==> config.mk <==
export PLATFORM = sky130hd
export DESIGN_NAME = host_bus_bridge
export DESIGN_NICKNAME = d
export VERILOG_FILES = /design/src/rtl/hbb_pkg.sv /design/src/rtl/hbb_sync_chain.sv /design/src/rtl/hbb_recovery_timer.sv /design/src/rtl/hbb_access_fsm.sv /design/src/rtl/host_bus_bridge.sv
export SDC_FILE = /design/constraint.sdc
export NUM_CORES = 1
export LEC_CHECK = 0
export BUFFER_PORTS_ARGS = -buffer_cell sky130_fd_sc_hd__buf_4
export CORE_MARGIN = 5
export CORE_UTILIZATION = 54
export CTS_CLUSTER_SIZE = 8
export DETAILED_ROUTE_END_ITERATION = 8
export PLACE_DENSITY = 0.85
export SLEW_MARGIN = 20
export SYNTH_ARGS = -nofsm -noshare
export SYNTH_HDL_FRONTEND = slang
export SYNTH_SLANG_ARGS = --single-unit
==> constraint.sdc <==
create_clock -name clk -period 2.6 [get_ports clk]
set_input_delay 0.26 -clock clk [delete_from_list [all_inputs] [get_ports clk]]
set_output_delay 0.26 -clock clk [all_outputs]
set_load 0.02 [all_outputs]
==> src/rtl/hbb_pkg.sv <==
package hbb_pkg;

  localparam int BLK_W   = 3;
  localparam int RADDR_W = BLK_W + 2;

  typedef enum logic [2:0] {
    ST_IDLE,
    ST_RD_ISSUE,
    ST_RD_HOLD,
    ST_WR_OPEN,
    ST_CONFLICT,
    ST_RECOVER
  } hbb_state_e;

  typedef enum logic [1:0] {
    REQ_NONE,
    REQ_READ,
    REQ_WRITE,
    REQ_BOTH
  } hbb_req_e;

  typedef struct packed {
    logic             global_sel;
    logic [BLK_W-1:0] block;
    logic             ptr_ind;
  } hbb_addr_t;

  // Kind of access encoded by the three active-low controls.
  function automatic hbb_req_e classify_req(input logic cs_n, input logic rd_n,
                                            input logic wr_n);
    hbb_req_e r;
    if (cs_n) begin
      r = REQ_NONE;
    end else begin
      unique case ({rd_n, wr_n})
        2'b01:   r = REQ_READ;
        2'b10:   r = REQ_WRITE;
        2'b00:   r = REQ_BOTH;
        default: r = REQ_NONE;
      endcase
    end
    return r;
  endfunction

  // Host must be held off when its access kind is not yet ready.
  function automatic logic hold_off(input hbb_req_e req, input logic rd_ready,
                                    input logic wr_ready);
    return ((req == REQ_READ) && !rd_ready) || ((req == REQ_WRITE) && !wr_ready);
  endfunction

  function automatic hbb_addr_t make_addr(input logic g, input logic [BLK_W-1:0] b,
                                          input logic p);
    hbb_addr_t a;
    a.global_sel = g;
    a.block      = b;
    a.ptr_ind    = p;
    return a;
  endfunction

endpackage

==> src/rtl/hbb_sync_chain.sv <==
module hbb_sync_chain #(
  parameter int               WIDTH     = 1,
  parameter int               STAGES    = 2,
  parameter logic [WIDTH-1:0] RESET_VAL = '0
) (
  input  logic             clk,
  input  logic             rst_n,
  input  logic [WIDTH-1:0] d,
  output logic [WIDTH-1:0] q
);

  logic [WIDTH-1:0] stage_q [STAGES];

  always_ff @(posedge clk or negedge rst_n) begin
    if (!rst_n) begin
      for (int s = 0; s < STAGES; s++) stage_q[s] <= RESET_VAL;
    end else begin
      stage_q[0] <= d;
      for (int s = 1; s < STAGES; s++) stage_q[s] <= stage_q[s-1];
    end
  end

  assign q = stage_q[STAGES-1];

endmodule

==> src/rtl/hbb_recovery_timer.sv <==
module hbb_recovery_timer #(
  parameter int CYCLES = 4
) (
  input  logic clk,
  input  logic rst_n,
  input  logic start,
  output logic done
);

  localparam int CNT_W = $clog2(CYCLES + 1);

  logic [CNT_W-1:0] cnt_q;
  logic             run_q;

  always_ff @(posedge clk or negedge rst_n) begin
    if (!rst_n) begin
      run_q <= 1'b0;
      cnt_q <= '0;
    end else if (start) begin
      run_q <= 1'b1;
      cnt_q <= CNT_W'(CYCLES - 1);
    end else if (run_q) begin
      if (cnt_q == '0) run_q <= 1'b0;
      else             cnt_q <= cnt_q - 1'b1;
    end
  end

  assign done = run_q && (cnt_q == '0);

endmodule

==> src/rtl/hbb_access_fsm.sv <==
module hbb_access_fsm
  import hbb_pkg::*;
#(
  parameter int DATA_W = 8
) (
  input  logic              clk,
  input  logic              rst_n,
  input  hbb_req_e          sync_req,
  input  hbb_addr_t         cap_addr,
  input  logic [DATA_W-1:0] cap_data,
  input  logic              recovery_done,
  input  logic [DATA_W-1:0] reg_rdata,
  output logic              rd_ready,
  output logic              wr_ready,
  output logic              timer_start,
  output hbb_addr_t         reg_addr,
  output logic [DATA_W-1:0] reg_wdata,
  output logic              reg_we,
  output logic              reg_re,
  output logic [DATA_W-1:0] rd_data
);

  hbb_state_e        state_q, state_n;
  hbb_addr_t         wr_addr_hold;
  logic [DATA_W-1:0] wr_data_hold;
  logic              rd_accept;
  logic              wr_commit;

  always_comb begin
    state_n = state_q;
    unique case (state_q)
      ST_IDLE: begin
        unique case (sync_req)
          REQ_READ:  state_n = ST_RD_ISSUE;
          REQ_WRITE: state_n = ST_WR_OPEN;
          REQ_BOTH:  state_n = ST_CONFLICT;
          default:   state_n = ST_IDLE;
        endcase
      end
      ST_RD_ISSUE: state_n = ST_RD_HOLD;
      ST_RD_HOLD:  if (sync_req != REQ_READ)  state_n = ST_RECOVER;
      ST_WR_OPEN:  if (sync_req != REQ_WRITE) state_n = ST_RECOVER;
      ST_CONFLICT: if (sync_req == REQ_NONE)  state_n = ST_RECOVER;
      ST_RECOVER:  if (recovery_done)         state_n = ST_IDLE;
      default:     state_n = ST_IDLE;
    endcase
  end

  assign rd_accept   = (state_q == ST_IDLE) && (state_n == ST_RD_ISSUE);
  assign wr_commit   = (state_q == ST_WR_OPEN) && (state_n == ST_RECOVER);
  assign timer_start = (state_q != ST_RECOVER) && (state_n == ST_RECOVER);

  always_ff @(posedge clk or negedge rst_n) begin
    if (!rst_n) begin
      state_q      <= ST_IDLE;
      rd_ready     <= 1'b0;
      wr_ready     <= 1'b0;
      reg_re       <= 1'b0;
      reg_we       <= 1'b0;
      reg_addr     <= '0;
      reg_wdata    <= '0;
      rd_data      <= '0;
      wr_addr_hold <= '0;
      wr_data_hold <= '0;
    end else begin
      state_q  <= state_n;
      rd_ready <= (state_n == ST_RD_HOLD);
      wr_ready <= (state_n == ST_WR_OPEN);
      reg_re   <= rd_accept;
      reg_we   <= wr_commit;
      if ((sync_req == REQ_WRITE) &&
          ((state_q == ST_IDLE) || (state_q == ST_WR_OPEN))) begin
        wr_addr_hold <= cap_addr;
        wr_data_hold <= cap_data;
      end
      if (rd_accept) begin
        reg_addr <= cap_addr;
      end else if (wr_commit) begin
        reg_addr  <= wr_addr_hold;
        reg_wdata <= wr_data_hold;
      end
      if (state_q == ST_RD_ISSUE) rd_data <= reg_rdata;
    end
  end

endmodule

==> src/rtl/host_bus_bridge.sv <==
module host_bus_bridge
  import hbb_pkg::*;
#(
  parameter int DATA_W          = 8,
  parameter int SYNC_STAGES     = 2,
  parameter int RECOVERY_CYCLES = 4
) (
  input  logic              clk,
  input  logic              rst_n,
  input  logic              host_cs_n,
  input  logic              host_rd_n,
  input  logic              host_wr_n,
  input  logic              host_global,
  input  logic [2:0]        host_block,
  input  logic              host_ptr_ind,
  input  logic [DATA_W-1:0] host_din,
  output logic [DATA_W-1:0] host_dout,
  output logic              host_dout_en,
  output logic              host_wait_n,
  output logic [4:0]        reg_addr,
  output logic [DATA_W-1:0] reg_wdata,
  output logic              reg_we,
  output logic              reg_re,
  input  logic [DATA_W-1:0] reg_rdata
);

  localparam int CAP_W = RADDR_W + DATA_W;

  logic [2:0]       ctl_sync;
  logic [CAP_W-1:0] cap_raw, cap_bus;
  hbb_addr_t        cap_addr, fsm_addr;
  hbb_req_e         sync_req, host_req;
  logic             rd_ready, wr_ready, timer_start, recovery_done;

  // Control strobes: synchronizer chain, idle value all ones.
  hbb_sync_chain #(
    .WIDTH(3), .STAGES(SYNC_STAGES), .RESET_VAL(3'b111)
  ) u_ctl_sync (
    .clk(clk), .rst_n(rst_n),
    .d({host_cs_n, host_rd_n, host_wr_n}),
    .q(ctl_sync)
  );

  // Address and data delayed by the same depth, so each sample lines up
  // with the strobe sample taken at the same edge.
  assign cap_raw = {make_addr(host_global, host_block, host_ptr_ind), host_din};

  hbb_sync_chain #(
    .WIDTH(CAP_W), .STAGES(SYNC_STAGES), .RESET_VAL('0)
  ) u_cap_align (
    .clk(clk), .rst_n(rst_n),
    .d(cap_raw),
    .q(cap_bus)
  );

  assign cap_addr = hbb_addr_t'(cap_bus[CAP_W-1:DATA_W]);
  assign sync_req = classify_req(ctl_sync[2], ctl_sync[1], ctl_sync[0]);

  hbb_access_fsm #(.DATA_W(DATA_W)) u_fsm (
    .clk(clk), .rst_n(rst_n),
    .sync_req(sync_req),
    .cap_addr(cap_addr),
    .cap_data(cap_bus[DATA_W-1:0]),
    .recovery_done(recovery_done),
    .reg_rdata(reg_rdata),
    .rd_ready(rd_ready),
    .wr_ready(wr_ready),
    .timer_start(timer_start),
    .reg_addr(fsm_addr),
    .reg_wdata(reg_wdata),
    .reg_we(reg_we),
    .reg_re(reg_re),
    .rd_data(host_dout)
  );

  hbb_recovery_timer #(.CYCLES(RECOVERY_CYCLES)) u_recovery (
    .clk(clk), .rst_n(rst_n),
    .start(timer_start),
    .done(recovery_done)
  );

  assign reg_addr = fsm_addr;

  // Host-side outputs react to the raw pins without clock delay.
  assign host_req     = classify_req(host_cs_n, host_rd_n, host_wr_n);
  assign host_wait_n  = !hold_off(host_req, rd_ready, wr_ready);
  assign host_dout_en = !host_cs_n && !host_rd_n;

endmodule

==> results of run 1 <==
## state kept, by name (all words and copies together) (netlist names)
| name | flops |
|---|---|
| u_fsm.wr_ready | 1 |
| u_fsm.state_q | 3 |
| u_fsm.wr_addr_hold | 5 |
| u_cap_align.q | 13 |
| u_ctl_sync.q | 3 |
| u_fsm.wr_data_hold | 8 |
| u_fsm.reg_addr | 5 |
| u_fsm.reg_re | 1 |
| u_recovery.cnt_q | 3 |
| u_fsm.reg_we | 1 |
| u_fsm.reg_wdata | 8 |
| u_fsm.rd_data | 8 |
| u_fsm.rd_ready | 1 |
| u_cap_align.stage_q | 13 |
| u_recovery.run_q | 1 |
| u_ctl_sync.stage_q | 3 |
## per-layer routing
layer | wire length (um) | track usage, %
met4 | 129 | 8.97
met3 | 303 | 5.64
met2 | 2530 | 27.0
met5 | 0 | 0
met1 | 2040 | 19.4
## placed cells by master (no fill, tap or decap), types with 2 or more instances in the layout
cell / instances
inv_1: 6
a21oi_1: 3
dfstp_2: 6
ha_1: 6
a221o_1: 5
nand2b_1: 4
nor2b_1: 3
a311oi_1: 2
nor2_1: 5
and2_1: 6
nand2_1: 10
clkbuf_8: 10
dlygate4sd3_1: 7
buf_4: 53
inv_6: 2
nand3b_1: 3
bufinv_16: 3
mux2_2: 28
dfrtp_1: 71
## final cells by class
class | count | area [um^2]
clock inverter | 6 | 116
sequential | 77 | 1930
tap | 70 | 87.6
inverter | 6 | 22.5
clock buffer | 10 | 138
timing repair buffer | 60 | 468
multi-input combinational | 95 | 825
fill | 353 | 1480
## worst reg2reg max path, cell delays in order, from the launching register on
cell and delay [ns]:
dfstp_2 0.37, nor2_1 0.19, inv_1 0.09, ha_1 0.22, nor4b_1 0.50, a311oi_1 0.16
a211o_1 0.35, and3_1 0.16
## power by group
group	leakage, nW	internal (mW)	switching, mW
Sequential	0.916	1.56	0.237
Clock	0.127	0.672	0.439
Combinational	0.623	0.693	0.645
## per-stage QoR
stage	area, um^2	setup slack [ns]	std cells
4_1_cts	3520	0.485	317
3_3_place_gp	3270	0.651	301
2_1_floorplan	2810	0.633	183
3_5_place_dp	3270	0.543	301
6_report	3590	0.456	324
5_1_grt	3590	0.365	324
## final timing paths
path	to	slack (ns)	cells after the start
setup / recovery	u_recovery.cnt_q[2]	0.46	7
hold / removal	u_cap_align.stage_q[19]	0.01	1
setup reg to reg	u_recovery.cnt_q[2]	0.46	7
hold reg to reg	u_cap_align.q[1]	0.35	0
max in group asynchronous	u_fsm.wr_addr_hold[0]	1.96	1
min in group asynchronous	u_fsm.rd_data[3]	0.03	1
## cells in the mapped netlist
library cell   n  share of area (%)
dfrtp_1       71                 63
mux2_2        28                 11
nand2_1       10                1.3
and2_1         6                1.3
dfstp_2        6                5.6
ha_1           6                2.7
inv_1          6               0.80
a221o_1        5                1.8
nor2_1         5               0.67
buf_2          4               0.71
nand2b_1       4               0.89
a21oi_1        3               0.53
nand3b_1       3               0.80
nor2b_1        3               0.67
a311oi_1       2               0.62
a211o_1        1               0.31
a21o_1         1               0.27
a21oi_2        1               0.31
a311o_1        1               0.36
and3_1         1               0.22
and3b_1        1               0.31
buf_6          1               0.40
mux2_1         1               0.40
nand3_1        1               0.18
nor2_2         1               0.22
nor3_2         1               0.36
nor3b_1        1               0.27
nor4_4         1               0.76
nor4b_1        1               0.31
nor4bb_4       1               0.89
o211ai_1       1               0.27
o21bai_1       1               0.27
o31ai_1        1               0.27
or2_2          1               0.22
or2_4          1               0.31
xnor2_1        1               0.31
## logic make-up (layout without fill, tap and decap cells)
| kind of cell | after synthesis | in the layout |
|---|---|---|
| multiplexers | 29 | 29 |
| adder cells (fa/ha/maj) | 6 | 6 |
| flip-flops | 77 | 77 |
| AND/OR/NAND/NOR | 42 | 42 |
| buffers and inverters | 11 | 82 |
| XOR/XNOR | 1 | 1 |
| AO/OA/AOI/OAI | 17 | 17 |
==> results.yml, run 1 <==
cells_and_area:
  utilization_pct: 70.8
  layout.nets: 281
  drive_gt1_share_pct: 43.3
  area_growth_syn_to_layout_pct: 27.7
  num_antenna_cells: 0
global_routing:
  first_global_vias: 1726
  first_pass_grt_wire_length_um: 7980
  number_of_antenna_violations_at_the_first_check_in_global_routing: 0
  globalRoute.totalOverflow: 0
  grt_max_degree: 78
  track_usage_pct: 16.6
synth:
  synth_compound_area_share_pct: 4.98
  syn-instance-count: 183
  sequential_area_share_after_synthesis_pct: 68.8
  synthesis.area_um2: 2810
  ys_ff_latch: 77
  synthSimpleGateAreaFrac_pct: 9.74
  main_combinational_cell_family_by_area_after_synthesis: "multiplexers"
  synth_xor_area_share_pct: 0.311
  yosysUniqueCellTypes: 36
  synthesis.nets: 215
  ys_warn_count: 0
  synth.avg_cell_area_um2: 15.4
  synthMuxAreaShare_pct: 11.6
  post_synth_fa_ha_maj_area_fraction_pct: 2.67
power:
  power.density_nw_per_um2: 1180
  vdd_ir_drop_max_mv: 0.786
  design_power_total_mw: 4.25
  power.static_leakage_nw: 1.67
setup_path:
  timing.critical_path.to_type: "flip-flop"
  critPathLaunch: "u_ctl_sync.q[0]"
  cp-start-kind: "flip-flop"
  crit_required_ns: 2.83
  cp_data_arrival_time_ns: 2.38
  path_delay_family: "simple AND/OR/NAND/NOR gates"
  crit_path_cells: "nor2_1 > inv_1 > ha_1 > nor4b_1 > a311oi_1 > a211o_1 > and3_1"
  critical_path_peak_fanout: 4
  critical_path.reg2reg.startpoint: "u_ctl_sync.q[0]"
  crit_type: "reg -> reg"
  timing.critical_path.slowest_stage_cell: "nor4b_1"
  critPathMaxStageDelay_ns: 0.50
  worst-path-buf-inv: 1
floorplanning:
  core_area_um2: 5070
  pin_count: 51
  initial_standard_cell_utilization_of_the_core_pct: 55.4
  die-width_um: 82.2
  dieArea_um2: 6750
  die_h_um: 82.2
  placement_rows: 26
detailed_routing:
  route.detailed.vias_per_inst: 5.03
  dr_iter_0_viols: 173
  drt-pass1-iter-count: 4
  routed_wl_um: 5010
  antenna_violating_nets_remaining: 0
  route.detailed.drc: 0
  vias: 1630
  avgRoutedWirePerCell_um: 15.5
clock_tree:
  cts_post_setup_buffers_inserted: 0
  cts.clk_slew.worst_paths_ns: 0.08
  cts-root-buf: "clkbuf_8"
  cts_max_level: 3
  clock_tree_from_tritoncts: "done"
  cts_sinks: 77
  cts_hold_buffers: 0
  number_of_buffers_on_the_longest_clock_path: 2
  cts_inserted_buffers: 9
  worstSkewPairLatency_ns: 0.35
  ctsResizeCount: 0
sta:
  worstMarginPinSlew_ns: 0.917
  timing.final.hold_violations: 0
  worst_hold_slack_ns: 0.0140
  slew_headroom_pct: 38.9
  fin_crit_sh_pct: 82.5
  maxSlewViolCount: 0
  fmax_mhz: 466
  period_needed_ns: 2.14
  timing.final.setup_violations: 0
  rsz0062_at_grt: "false"
  total_negative_slack_ns: 0
  fin_skew_ns: 0.00949
status:
  run_status: "complete, no violations"
place:
  count_of_input_and_output_buffers: 50
  place.detailed.hpwl_um: 3240
  finalWeightedCongestion: 0.880
run:
  maximum_capacitance_violations: 0
min_path:
  min_from: "host_din[6]"
  worst_hold_path_type: "in -> reg"
Power figures use the tool's default switching activity.
==> run 2: changes to the inputs <==
==> constraint.sdc (replaced) <==
create_clock -name clk -period 2.12 [get_ports clk]
set_input_delay 0.212 -clock clk [delete_from_list [all_inputs] [get_ports clk]]
set_output_delay 0.212 -clock clk [all_outputs]
set_load 0.02 [all_outputs]
==> results.yml, run 2 (same netlist as run 1, synthesis figures left out) <==
status:
  run_status: "complete, no violations"
clock_tree:
  cts_sinks: 77
  number_of_buffers_on_the_longest_clock_path: 2
  worstSkewPairLatency_ns: 0.34
  cts_inserted_buffers: 9
  cts_max_level: 3
  cts.clk_slew.worst_paths_ns: 0.08
  clock_tree_from_tritoncts: "done"
  cts-root-buf: "clkbuf_8"
global_routing:
  track_usage_pct: 18.2
  globalRoute.totalOverflow: 0
  first_pass_grt_wire_length_um: 8990
  grt_max_degree: 50
  first_global_vias: 1927
  number_of_antenna_violations_at_the_first_check_in_global_routing: 0
setup_path:
  timing.reg2reg.setup_slack_ns: 0.20
  critical_path.reg2reg.startpoint: "u_ctl_sync.q[1]"
  worst_r2r_path_depth: 7
  crit_required_ns: 2.35
  critical_path_peak_fanout: 5
  cp-start-kind: "flip-flop"
  critPathLaunch: "u_ctl_sync.q[1]"
  cp_data_arrival_time_ns: 2.16
  timing.critical_path.to_type: "flip-flop"
  crit_type: "reg -> reg"
  regToRegEndpoint: "u_recovery.cnt_q[2]"
place:
  place.detailed.hpwl_um: 3500
  count_of_input_and_output_buffers: 50
  post_placement_cell_area_um2: 3320
  placed_cells_incl_taps: 305
  finalWeightedCongestion: 0.843
  dp_worst_setup_slack_ns: 0.0224
detailed_routing:
  antenna_violating_nets_remaining: 0
  route.detailed.drc: 0
  wl_met2_um: 2660
  topRoutingLayerUsed: "met4"
  m1WireLength_um: 2050
  dr_iter_0_viols: 89
  vias: 1681
  avgRoutedWirePerCell_um: 15.1
  met3_routed_wirelength_um: 239
  routed_wl_um: 5090
  route.detailed.vias_per_inst: 4.97
  drt-pass1-iter-count: 4
sta:
  fin_crit_sh_pct: 90.7
  period_needed_ns: 1.92
  total_negative_slack_ns: 0
  fmax_mhz: 520
  fin_skew_ns: 0.00797
  rsz0062_at_grt: "false"
  final_critical_path_setup_slack_ns: 0.197
  slew_headroom_pct: 66.3
  timing.final.setup_violations: 0
  worstMarginPinSlew_ns: 0.506
  maxSlewViolCount: 0
  timing.final.hold_violations: 0
floorplanning:
  die-width_um: 82.2
  die_h_um: 82.2
  initial_standard_cell_utilization_of_the_core_pct: 55.4
  dieArea_um2: 6750
  pin_count: 51
  core_area_um2: 5070
  placement_rows: 26
power:
  vdd_ir_drop_max_mv: 0.939
  power.density_nw_per_um2: 1370
  power.static_leakage_nw: 1.72
cells_and_area:
  fillCellCount: 340
  drive_gt1_share_pct: 43.3
  multiInputGateArea_um2: 845
  layout.nets: 295
  seq_area_um2: 1930
  num_antenna_cells: 0
  instances_no_fill: 338
  layout.cells.most_common: "dfrtp_1"
  finish.instance_area_um2: 3730
  layout.cells.most_common_list: "71 x dfrtp_1, 55 x buf_4, 28 x mux2_2, 17 x dlygate4sd3_1, 10 x nand2_1"
  area_growth_syn_to_layout_pct: 32.7
min_path:
  worst_hold_path_type: "in -> reg"
  hold_end: "u_fsm.rd_data[3]"
  whs_path_depth: 2
  min_from: "reg_rdata[3]"
run:
  maximum_capacitance_violations: 0
## run 2: cell count changes in the layout (fill, tap and decap cells not counted)
| cell | delta |
|---|---|
| dlygate4sd3_1 | +10 |
| nor4b_1 | -1 |
| clkbuf_1 | +1 |
| nor4b_4 | +1 |
| ha_1 | -1 |
| bufinv_16 | -1 |
| ha_2 | +1 |
| clkbuf_8 | -1 |
| nor2_2 | +1 |
| buf_4 | +2 |
| buf_12 | +2 |
| clkinvlp_4 | +1 |
| nor2_1 | -1 |
## run 2: metrics by stage
stage	hold WS, ns	utilization [%]	power, mW
after floorplan	-0.0836	-	3.26
after global placement	0.160	65.5	3.82
after detailed placement	0.163	65.5	3.91
after CTS	0.0871	73.2	5.15
after global routing	0.0910	73.6	5.44
final	0.100	73.6	5.11
## run 2: routing by layer
layer  vias up  GRT usage (%)
li1        792              -
met4         0           9.97
met5         -              0
met3        14           4.01
met1       826           22.2
met2        49           30.1
## run 2: power by group
group,total [mW],switching [mW],internal [mW]
Sequential,2.21,0.297,1.91
Clock,1.20,0.531,0.673
Combinational,1.70,0.786,0.909
Total,5.11,1.61,3.50
## run 2: cell type report
| class | count | area share [%] |
|---|---|---|
| Tap cell | 70 | 2.35 |
| Multi-Input combinational cell | 95 | 22.6 |
| Sequential cell | 77 | 51.8 |
| Timing Repair Buffer | 74 | 16.7 |
| Clock buffer | 10 | 3.42 |
| Inverter | 6 | 0.603 |
| Clock inverter | 6 | 2.51 |
## run 2: repair_timing
item	CTS	global route
setup endpoints to repair	0	22
hold buffers	17	0
resized for setup	0	4
endpoints found under the hold margin	38	0
setup buffers	0	0
## run 2: worst max path at each step
stage / end / slack [ns] / cells past startpoint
2_1_floorplan: u_fsm.reg_wdata[0] / 0.15 / 6
3_3_place_gp: u_recovery.cnt_q[2] / 0.15 / 7
3_5_place_dp: u_recovery.cnt_q[2] / 0.02 / 7
4_1_cts: u_recovery.cnt_q[2] / 0.03 / 7
5_1_grt: u_recovery.cnt_q[2] / 0.04 / 7
6_report: u_recovery.cnt_q[2] / 0.20 / 7
## run 2: critical path: stages (launching register included)
cell and delay, ns:
dfstp_2 0.37, nor2_2 0.15, inv_1 0.09, ha_2 0.25
nor4bb_4 0.34, a311oi_1 0.12, a211o_1 0.34, and3_1 0.15
